## src/rtl/ltpg_pkg.sv

```systemverilog
package ltpg_pkg;
  // Default geometry of the generator
  localparam int unsigned LTPG_WIDTH  = 36;
  localparam int unsigned LTPG_GROUPS = 4;
  // Tap mask for x^36 + x^25 + 1 (bit 35 and bit 24)
  localparam logic [LTPG_WIDTH-1:0] LTPG_TAPS = 36'h801000000;
  // Replacement for an all-zero seed and reset value
  localparam logic [LTPG_WIDTH-1:0] LTPG_SEED = 36'h95A5A5A5A;
endpackage

```

## src/rtl/ltpg_lfsr.sv

```systemverilog
module ltpg_lfsr #(
  parameter int unsigned     WIDTH        = ltpg_pkg::LTPG_WIDTH,
  parameter logic [WIDTH-1:0] TAPS         = ltpg_pkg::LTPG_TAPS,
  parameter logic [WIDTH-1:0] DEFAULT_SEED = ltpg_pkg::LTPG_SEED
) (
  input  logic             clk,
  input  logic             rst,
  input  logic             load,
  input  logic [WIDTH-1:0] seed,
  input  logic             advance,
  output logic [WIDTH-1:0] state_o,
  output logic [WIDTH-1:0] next_o
);
  logic [WIDTH-1:0] state_q;
  logic [WIDTH-1:0] seed_fixed;
  logic             feedback;

  // First level: present and next state side by side
  assign feedback   = ^(state_q & TAPS);
  assign next_o     = {state_q[WIDTH-2:0], feedback};
  assign state_o    = state_q;
  assign seed_fixed = (seed == '0) ? DEFAULT_SEED : seed;

  always_ff @(posedge clk) begin
    if (rst) begin
      state_q <= DEFAULT_SEED;
    end else if (load) begin
      state_q <= seed_fixed;
    end else if (advance) begin
      state_q <= next_o;
    end
  end

  p_never_zero_r3: assert property (@(posedge clk) disable iff (rst)
    state_q != '0);
  p_zero_seed_r3: assert property (@(posedge clk) disable iff (rst)
    (load && seed == '0) |=> state_q == DEFAULT_SEED);
  p_seed_taken_r2: assert property (@(posedge clk) disable iff (rst)
    (load && seed != '0) |=> state_q == $past(seed));
  p_advance_r4: assert property (@(posedge clk) disable iff (rst)
    (!load && advance) |=> state_q == $past(next_o));
  p_hold_r10: assert property (@(posedge clk) disable iff (rst)
    (!load && !advance) |=> $stable(state_q));
endmodule

```

## src/rtl/ltpg_phase.sv

```systemverilog
module ltpg_phase #(
  parameter int unsigned STEPS = ltpg_pkg::LTPG_GROUPS,
  localparam int unsigned PW   = (STEPS > 1) ? $clog2(STEPS) : 1
) (
  input  logic          clk,
  input  logic          rst,
  input  logic          restart,
  input  logic          step,
  output logic [PW-1:0] phase_o,
  output logic          last_o
);
  localparam logic [PW-1:0] LAST = PW'(STEPS - 1);

  logic [PW-1:0] phase_q;

  assign phase_o = phase_q;
  assign last_o  = (phase_q == LAST);

  always_ff @(posedge clk) begin
    if (rst || restart) begin
      phase_q <= '0;
    end else if (step) begin
      phase_q <= last_o ? '0 : phase_q + 1'b1;
    end
  end

  p_restart_r2: assert property (@(posedge clk) disable iff (rst)
    restart |=> phase_q == '0);
  p_phase_hold_r7: assert property (@(posedge clk) disable iff (rst)
    (!restart && !step) |=> $stable(phase_q));
  p_wrap_r8: assert property (@(posedge clk) disable iff (rst)
    (!restart && step && last_o) |=> phase_q == '0);
endmodule

```

## src/rtl/ltpg_mixer.sv

```systemverilog
module ltpg_mixer #(
  parameter int unsigned WIDTH  = ltpg_pkg::LTPG_WIDTH,
  parameter int unsigned GROUPS = ltpg_pkg::LTPG_GROUPS,
  localparam int unsigned PW    = (GROUPS > 1) ? $clog2(GROUPS) : 1,
  localparam int unsigned GW    = WIDTH / GROUPS
) (
  input  logic [WIDTH-1:0] present_i,
  input  logic [WIDTH-1:0] next_i,
  input  logic [PW-1:0]    phase_i,
  output logic [WIDTH-1:0] mixed_o
);
  // Second level: one 2:1 select per group, shared by its bits
  for (genvar g = 0; g < GROUPS; g++) begin : g_grp
    localparam int unsigned LO = g * GW;
    localparam int unsigned HI = (g == GROUPS - 1) ? WIDTH - 1 : LO + GW - 1;
    logic take_next;
    assign take_next = (int'(phase_i) > g);
    assign mixed_o[HI:LO] = take_next ? next_i[HI:LO] : present_i[HI:LO];
  end
endmodule

```

## src/rtl/lt_pattern_gen.sv

```systemverilog
module lt_pattern_gen #(
  parameter int unsigned      WIDTH        = ltpg_pkg::LTPG_WIDTH,
  parameter int unsigned      GROUPS       = ltpg_pkg::LTPG_GROUPS,
  parameter logic [WIDTH-1:0] TAPS         = ltpg_pkg::LTPG_TAPS,
  parameter logic [WIDTH-1:0] DEFAULT_SEED = ltpg_pkg::LTPG_SEED
) (
  input  logic             clk,
  input  logic             rst,
  input  logic             en,
  input  logic             seed_load,
  input  logic [WIDTH-1:0] seed,
  output logic [WIDTH-1:0] pattern_o,
  output logic             valid_o
);
  localparam int unsigned PW = (GROUPS > 1) ? $clog2(GROUPS) : 1;

  logic             step;
  logic             advance;
  logic             last_phase;
  logic [PW-1:0]    phase;
  logic [WIDTH-1:0] present;
  logic [WIDTH-1:0] next;
  logic [WIDTH-1:0] mixed;

  // A load always wins over an emission or an advance
  assign step    = en && !seed_load;
  assign advance = step && last_phase;

  ltpg_lfsr #(.WIDTH(WIDTH), .TAPS(TAPS), .DEFAULT_SEED(DEFAULT_SEED)) u_lfsr (
    .clk     (clk),
    .rst     (rst),
    .load    (seed_load),
    .seed    (seed),
    .advance (advance),
    .state_o (present),
    .next_o  (next)
  );

  ltpg_phase #(.STEPS(GROUPS)) u_phase (
    .clk     (clk),
    .rst     (rst),
    .restart (seed_load),
    .step    (step),
    .phase_o (phase),
    .last_o  (last_phase)
  );

  ltpg_mixer #(.WIDTH(WIDTH), .GROUPS(GROUPS)) u_mixer (
    .present_i (present),
    .next_i    (next),
    .phase_i   (phase),
    .mixed_o   (mixed)
  );

  always_ff @(posedge clk) begin
    if (rst) begin
      pattern_o <= '0;
      valid_o   <= 1'b0;
    end else begin
      valid_o <= step;
      if (step) begin
        pattern_o <= mixed;
      end
    end
  end

  p_idle_hold_r7: assert property (@(posedge clk) disable iff (rst)
    (!en && !seed_load) |=> ($stable(pattern_o) && !valid_o));
  p_load_wins_r9: assert property (@(posedge clk) disable iff (rst)
    seed_load |=> ($stable(pattern_o) && !valid_o));
  p_base_is_state_r4: assert property (@(posedge clk) disable iff (rst)
    (step && phase == '0) |=> pattern_o == $past(present));
  p_strobe_r8: assert property (@(posedge clk) disable iff (rst)
    step |=> valid_o);
endmodule

```

## config.mk

```make
export PLATFORM = sky130hd
export DESIGN_NAME = lt_pattern_gen
export DESIGN_NICKNAME = d
export VERILOG_FILES = /design/src/rtl/ltpg_pkg.sv /design/src/rtl/ltpg_lfsr.sv /design/src/rtl/ltpg_phase.sv /design/src/rtl/ltpg_mixer.sv /design/src/rtl/lt_pattern_gen.sv
export SDC_FILE = /design/constraint.sdc
export NUM_CORES = 1
export LEC_CHECK = 0
export BUFFER_PORTS_ARGS = -buffer_cell sky130_fd_sc_hd__clkbuf_2
export CAP_MARGIN = 20
export CORE_AREA = 2 2 99 101
export CTS_BUF_LIST = sky130_fd_sc_hd__clkbuf_4
export DETAILED_ROUTE_END_ITERATION = 10
export DIE_AREA = 0 0 101 103
export SYNTH_ARGS = -nofsm -noshare
export SYNTH_HDL_FRONTEND = slang
export SYNTH_SLANG_ARGS = --single-unit
export TNS_END_PERCENT = 5
```

## constraint.sdc

```tcl
create_clock -name clk -period 2.95 [get_ports clk]
set_clock_uncertainty 0.05 [all_clocks]
set_input_delay 0.1475 -clock clk [delete_from_list [all_inputs] [get_ports clk]]
set_output_delay 0.1475 -clock clk [all_outputs]
set_load 0.02 [all_outputs]
```

==> out/qor.yml, run 1 <==
logic_synthesis:
  ys_seq_elements: 75
  synth_cells: 371
  synth_compound_gate_area_share_pct: 14.82
  muxShareOfSynthArea_pct: 18.92
  synth_simple_gate_area_share_pct: 14.64
  synth_xor_area_share_pct: 0.2581
  synth.yosys.seq_area_share_pct: 44.25
  distinct_cells_synth: 26
  synth.yosys.warnings: 0
  combinational_family_with_the_most_area_after_synthesis: "multiplexers"
  netlist_area_um2: 3393
  avgSynthCellArea_um2: 9.146
  synthesis.nets: 413
  synthAdderAreaFrac_pct: 0.7375
worst_setup_path:
  critical_path_buf_inv_count: 2
  critical_path.top_delay_family: "compound AO/OA/AOI/OAI gates"
  setup.worst_path.start_class: "primary input"
  cp_slowest_cell: "sky130_fd_sc_hd__o31a_1"
  timing.critical_path.cells: "dlygate4sd3_1, clkbuf_2, nor4_1, nand3_1, o31a_1, a21oi_1"
  cp.arrival_ns: 2.28
  critical_path_peak_fanout: 18
  endpoint_kind_of_the_worst_setup_timing_path: "register"
  criticalPathCategory: "primary input to register"
  endpoint_required_time_on_the_critical_path_ns: 3.24
  delay_of_the_slowest_critical_path_stage_ns: 0.56
die:
  dieWidth_um: 101
  fp.dieH_um: 103
  total_i_o_pin_count: 77
  floorplan.rows: 36
  initial_utilization_pct: 35.87
  dieArea_um2: 10400
  core_area_um2: 9459
place:
  detailed_place_hpwl_um: 5982
  dp_slack_ns: 1.020
  place_congestion: 0.7920
  port_buffers: 76
clocking:
  clk_path_buf_depth: 2
  cts.htree.levels: 3
  tritoncts_clock_tree: "built"
  clock_sink_count: 75
  clk_latency_ns: 0.41
  cts_root_buf: "sky130_fd_sc_hd__clkbuf_4"
  tritoncts.num_buffers: 9
  clk_pin_slew_worst_paths_ns: 0.12
global_routing:
  globalRouteOverflowTotal: 0
  grt_first_pass_wirelength_um: 14080
  groute.usage.overall_pct: 17.36
  vias_in_the_first_global_route: 2906
  pin_count_of_the_biggest_net_entering_global_routing: 35
  grt_antenna_before_repair: 0
sta:
  period_needed_ns: 1.984
  report.final.hold_viol_count: 0
  final.period_utilization_pct: 67.26
  grt_setup_unrepaired: "no"
  finalSetupTns_ns: 0
  final_max_slew_viol_count: 0
  fin_worst_hold_slack_ns: 0.2002
  setup_viol: 0
  final_critical_path_setup_slack_ns: 0.9658
  maximum_clock_frequency_ghz: 0.5040
  slew_headroom_pct: 43.00
  worstMarginPinSlew_ns: 0.8549
power_and_ir_drop:
  switching_share_pct: 26.90
  p_leak_nw: 1.945
  p_comb_share_pct: 15.3
  peakVddDrop_mv: 0.2457
  p_clk_share_pct: 32.6
  power_density_nw_per_um2: 491.9
  power_switching_mw: 0.5773
  cellInternalPower_mw: 1.569
  total_power_mw: 2.146
  share_seq_of_total_power_pct: 52.1
detailed_routing:
  detailedRoute.firstPassIterationCount: 4
  routed_via_density: 5.132
  drt-wirelength-per-cell_um: 14.98
  routed_wl_um: 8836
  drc: 0
  postRouteAntennaNets: 0
  number_of_drc_markers_in_iteration_0: 106
  via_count: 3028
min_path:
  worstHoldPathType: "primary input to register"
finish:
  antenna_cells_inserted: 0
  post_route_cells_drive_above_1_share_pct: 25.21
  area_growth_pct: 28.58
  design.final.nets: 513
outcome:
  outcome: "complete, no violations"
job:
  maxCapViolCount: 0
[power groups by stage]
stage / sequential (mW) / clock, mW / combinational, mW
after global placement: 1.14 / 0 / 0.288
after CTS: 1.12 / 0.720 / 0.330
after detailed placement: 1.14 / 0 / 0.292
after global routing: 1.13 / 0.760 / 0.362
after floorplan: 1.17 / 0 / 0.153
final: 1.12 / 0.699 / 0.329
[synthesized netlist by cell type]
cell / number / share of area (%)
sky130_fd_sc_hd__dfxtp_1: 75 / 44
sky130_fd_sc_hd__nor2_1: 48 / 5.3
sky130_fd_sc_hd__mux2i_1: 45 / 13
sky130_fd_sc_hd__a211oi_1: 44 / 9.7
sky130_fd_sc_hd__a21oi_1: 30 / 4.4
sky130_fd_sc_hd__nand2_1: 23 / 2.5
sky130_fd_sc_hd__inv_1: 20 / 2.2
sky130_fd_sc_hd__and3_1: 18 / 3.3
sky130_fd_sc_hd__clkbuf_1: 18 / 2.0
sky130_fd_sc_hd__mux2_2: 17 / 5.6
sky130_fd_sc_hd__buf_2: 8 / 1.2
sky130_fd_sc_hd__nor4_1: 5 / 0.92
sky130_fd_sc_hd__nor4_2: 4 / 1.5
sky130_fd_sc_hd__buf_1: 2 / 0.22
sky130_fd_sc_hd__ha_1: 2 / 0.74
sky130_fd_sc_hd__nor2b_1: 2 / 0.37
sky130_fd_sc_hd__a311oi_1: 1 / 0.26
sky130_fd_sc_hd__buf_6: 1 / 0.33
sky130_fd_sc_hd__buf_8: 1 / 0.44
sky130_fd_sc_hd__nand2b_1: 1 / 0.18
sky130_fd_sc_hd__nand3_1: 1 / 0.15
sky130_fd_sc_hd__nand4_1: 1 / 0.18
sky130_fd_sc_hd__o21ai_0: 1 / 0.15
sky130_fd_sc_hd__o31a_1: 1 / 0.26
sky130_fd_sc_hd__or2_2: 1 / 0.18
sky130_fd_sc_hd__xnor2_1: 1 / 0.26
[routing by layer]
| layer | part of all wire (%) | global-route usage (%) | vias up |
|---|---|---|---|
| met5 | 0 | 0 | - |
| met4 | 3.7 | 9.667 | 0 |
| met3 | 3.7 | 2.780 | 23 |
| met2 | 47 | 28.31 | 77 |
| met1 | 46 | 22.01 | 1407 |
| li1 | - | - | 1521 |
[final cells by class]
type | instances | area (µm²)
well taps | 114 | 142.6
clock inverters | 6 | 80.08
repair buffers | 119 | 805.8
fillers | 922 | 5096
multi-input cells | 246 | 1683
flip-flops and latches | 75 | 1501
inverters | 20 | 75.07
clock buffers | 10 | 75.07
[final timing paths]
kind | from | endpoint | slack (ns) | cells after the start
max | seed[19] | u_lfsr.state_o[35] | 0.97 | 6
min | en | pattern_o[15] | 0.20 | 4
max reg2reg | u_phase.phase_o[1] | u_lfsr.state_o[21] | 0.99 | 6
min reg2reg | pattern_o[27] | pattern_o[27] | 0.42 | 2
[registers in the layout (all words and copies together), names as in the netlist]
name             count
pattern_o           36
u_lfsr.state_o      36
u_phase.phase_o      2
valid_o              1
[worst register-to-register path, cell delays in order, from the launching register on]
cell and delay, ns:
sky130_fd_sc_hd__dfxtp_1 0.72, sky130_fd_sc_hd__ha_1 0.28, sky130_fd_sc_hd__nand2_1 0.07, sky130_fd_sc_hd__buf_4 0.23, sky130_fd_sc_hd__mux2_2 0.31, sky130_fd_sc_hd__mux2i_1 0.12, sky130_fd_sc_hd__nor2_1 0.05
[logic make-up (layout without fill, tap and decap cells)]
logic type,Yosys count,count (layout)
AO/OA/AOI/OAI,77,77
XOR/XNOR,1,1
adder cells (fa/ha/maj),2,2
buffers and inverters,50,155
flip-flops,75,75
multiplexers,62,62
AND/OR/NAND/NOR,104,104
[cell usage in the layout, fill, tap and decap left out, types with 2 or more instances in the layout]
cell type,instances
sky130_fd_sc_hd__nor4_2,4
sky130_fd_sc_hd__nand2_1,23
sky130_fd_sc_hd__mux2_2,17
sky130_fd_sc_hd__ha_1,2
sky130_fd_sc_hd__clkbuf_4,10
sky130_fd_sc_hd__dlygate4sd3_1,36
sky130_fd_sc_hd__mux2i_1,45
sky130_fd_sc_hd__buf_4,6
sky130_fd_sc_hd__and3_1,18
sky130_fd_sc_hd__bufinv_16,2
sky130_fd_sc_hd__dfxtp_1,75
sky130_fd_sc_hd__a21oi_1,30
sky130_fd_sc_hd__nor4_1,5
sky130_fd_sc_hd__nor2_1,48
sky130_fd_sc_hd__a211oi_1,44
sky130_fd_sc_hd__clkbuf_2,76
sky130_fd_sc_hd__clkinv_1,2
sky130_fd_sc_hd__inv_1,20
[per-stage QoR]
| stage | std cells | util, % | area, µm² |
|---|---|---|---|
| 5_1_grt | 590 | 46.12 | 4363 |
| 4_1_cts | 590 | 46.12 | 4363 |
| 3_3_place_gp | 538 | 40.67 | 3847 |
| 6_report | 590 | 46.12 | 4363 |
| 3_5_place_dp | 538 | 40.67 | 3847 |
| 2_1_floorplan | 371 | - | 3393 |
[repair_timing]
item | in CTS | in global routing
hold buffers | 36 | 0
buffers inserted | 0 | 0
hold endpoints to repair | 36 | 0
gates resized for setup | 0 | 0
(Power assumes the default switching activity.)
==> run 2, diff against run 1 <==
Settings changed: ABC_AREA set to 1, CORE_AREA 2 2 99 101 to 2 2 101 103, DIE_AREA 0 0 101 103 to 0 0 103 105.
Clock period 2.95 ns to 2.1 ns, I/O delays scaled along.
==> out/qor.yml, run 2 <==
detailed_routing:
  routed_wl_um: 10090
  drc: 0
  via_count: 3632
  detailedRoute.firstPassIterationCount: 5
  postRouteAntennaNets: 0
  number_of_drc_markers_in_iteration_0: 173
  routed_via_density: 4.798
  drt-wirelength-per-cell_um: 13.33
logic_synthesis:
  synthArstFlopShare_pct: 0
  synthMostInstantiatedCell: "sky130_fd_sc_hd__nand2_1"
  synth_cells: 516
  netlist_top_cells_area: "sky130_fd_sc_hd__dfxtp_1 (43%), sky130_fd_sc_hd__nand2_1 (11%), sky130_fd_sc_hd__a21oi_1 (10%)"
  synth.yosys.warnings: 0
  netlist_area_um2: 3532
  synth.yosys.seq_area_share_pct: 42.51
  synth_largest_type_area_fraction_pct: 42.51
  ys_seq_elements: 75
  avgSynthCellArea_um2: 6.845
  synthesis.nets: 558
  synth.top_cells.by_count: "sky130_fd_sc_hd__nand2_1 (103), sky130_fd_sc_hd__dfxtp_1 (75), sky130_fd_sc_hd__a21oi_1 (73)"
  synth_top_area_cell: "sky130_fd_sc_hd__dfxtp_1"
  distinct_cells_synth: 26
  synth_top_flop_cell: "sky130_fd_sc_hd__dfxtp_1"
  edff_count_synth: 0
global_routing:
  grt_antenna_before_repair: 1
  grt_first_pass_wirelength_um: 16350
  groute.usage.overall_pct: 19.24
  vias_in_the_first_global_route: 3342
  globalRouteOverflowTotal: 0
  pin_count_of_the_biggest_net_entering_global_routing: 44
finish:
  design.final.nets: 660
  fillers: 1019
  register_area_um2: 1501
  post_route_cells_drive_above_1_share_pct: 19.26
  final_common_cell: "sky130_fd_sc_hd__nand2_1"
  area_growth_pct: 26.96
  multi_input_gate_area_um2: 1643
  finalNonFillerCells: 757
  most_frequent_cells_in_the_layout: "sky130_fd_sc_hd__nand2_1 (103), sky130_fd_sc_hd__clkbuf_2 (76), sky130_fd_sc_hd__dfxtp_1 (75)"
place:
  port_buffers: 76
  post-place-cells: 703
  detailed_place_hpwl_um: 6662
  place_congestion: 0.7869
die:
  dieWidth_um: 103
  initial_utilization_pct: 36.64
  fp.dieH_um: 105
  dieArea_um2: 10820
  floorplan.rows: 36
  total_i_o_pin_count: 77
  core_area_um2: 9639
sta:
  period_needed_ns: 1.814
  slew_headroom_pct: 67.59
  final_max_slew_viol_count: 0
  grt_setup_unrepaired: "no"
  final.period_utilization_pct: 86.38
  finalSetupTns_ns: 0
  worstMarginPinSlew_ns: 0.4855
  fin_worst_hold_slack_ns: 0.03482
  maximum_clock_frequency_ghz: 0.5513
  setup_viol: 0
  report.final.hold_viol_count: 0
clocking:
  tritoncts.num_buffers: 9
  cts.htree.levels: 3
  clock_sink_count: 75
  clk_pin_slew_worst_paths_ns: 0.12
  postCtsResizedCells: 0
  tritoncts_clock_tree: "built"
  clk_path_buf_depth: 2
  clk_latency_ns: 0.44
  cts_root_buf: "sky130_fd_sc_hd__clkbuf_4"
worst_setup_path:
  setup.worst_path.start_class: "register"
  crit-reg2reg-launch: "u_phase.phase_o[1]"
  criticalPathCategory: "register to register"
  cp.arrival_ns: 2.14
  worst_setup_path_startpoint: "u_phase.phase_o[1]"
  endpoint_kind_of_the_worst_setup_timing_path: "register"
  endpoint_required_time_on_the_critical_path_ns: 2.43
  critical_path_peak_fanout: 11
min_path:
  worstHoldPathType: "primary input to register"
  hold_path.startpoint: "seed[0]"
outcome:
  outcome: "complete, no violations"
power_and_ir_drop:
  peakVddDrop_mv: 0.3359
  p_leak_nw: 2.226
  power_density_nw_per_um2: 679.0
job:
  maxCapViolCount: 0
-- run 2: cell types whose count changed after synthesis, sizes merged, moves of 5 or more --
cell / delta
mux2i: -45
nand2: +81
and3: -18
inv: +35
nor4: -9
a21oi: +43
a211oi: -42
buf: +15
o21ai: +76
o211ai: +5
nand3: +10
clkbuf: -12
mux2: -17
nor2: +23
-- run 2: cell type report --
| cell class | instances | share of cell area [%] |
|---|---|---|
| Clock inverter | 6 | 1.256 |
| Tap cell | 133 | 3.711 |
| Antenna cell | 1 | 0.05580 |
| Sequential cell | 75 | 33.48 |
| Multi-Input combinational cell | 353 | 36.64 |
| Inverter | 55 | 4.604 |
| Clock buffer | 10 | 1.674 |
| Timing Repair Buffer | 124 | 18.58 |
-- run 2: path summary, 6_finish.rpt --
kind                             to  slack [ns]  cells after the start
hold reg to reg        pattern_o[5]        0.42                      2
setup reg to reg       pattern_o[2]        0.29                      7
hold / removal    u_lfsr.state_o[0]        0.03                      5
setup / recovery       pattern_o[2]        0.29                      7
-- run 2: cell families (layout without fill, tap and decap cells) --
logic type	after synthesis	after routing	synth area share, %
compound gates	163	163	24.16
xor+xnor	1	1	0.2480
fa+ha+maj	2	2	0.7084
buf+inv	88	195	10.98
flops	75	75	42.51
other cells	0	1	0
simple gates	187	187	21.40
-- run 2: metal layers --
| layer | GRT usage [%] | share of wire [%] |
|---|---|---|
| met1 | 26.23 | 48 |
| met2 | 30.19 | 46 |
| met3 | 3.813 | 4.7 |
| met4 | 6.391 | 1.7 |
| met5 | 0 | 0 |
-- run 2: worst max-delay path, stage by stage (launching register included) --
cell,delay [ns]
sky130_fd_sc_hd__dfxtp_1,0.59
sky130_fd_sc_hd__inv_1,0.11
sky130_fd_sc_hd__ha_1,0.32
sky130_fd_sc_hd__inv_1,0.30
sky130_fd_sc_hd__a21oi_1,0.11
sky130_fd_sc_hd__o21ai_1,0.09
sky130_fd_sc_hd__o211ai_1,0.11
sky130_fd_sc_hd__inv_2,0.06
-- run 2: stage by stage --
| step | utilization, % | cell area, µm² | setup slack, ns | total power, mW |
|---|---|---|---|---|
| 2_1_floorplan | - | 3532 | 0.4680 | 1.956 |
| 3_3_place_gp | 41.29 | 3980 | 0.3880 | 2.117 |
| 3_5_place_dp | 41.29 | 3980 | 0.3596 | 2.125 |
| 4_1_cts | 46.50 | 4482 | 0.2878 | 3.063 |
| 5_1_grt | 46.52 | 4484 | 0.06413 | 3.203 |
| 6_report | 46.52 | 4484 | 0.2860 | 3.045 |
-- run 2: what timing repair did --
| action | in CTS | in global routing |
|---|---|---|
| setup buffers | 0 | 0 |
| endpoints found under the hold margin | 38 | 0 |
| hold buffers | 37 | 0 |
-- run 2: where the power goes --
group,switching [mW],internal [mW]
clock network,0.529,0.367
registers,0.0685,1.52
logic,0.336,0.223
total,0.934,2.11
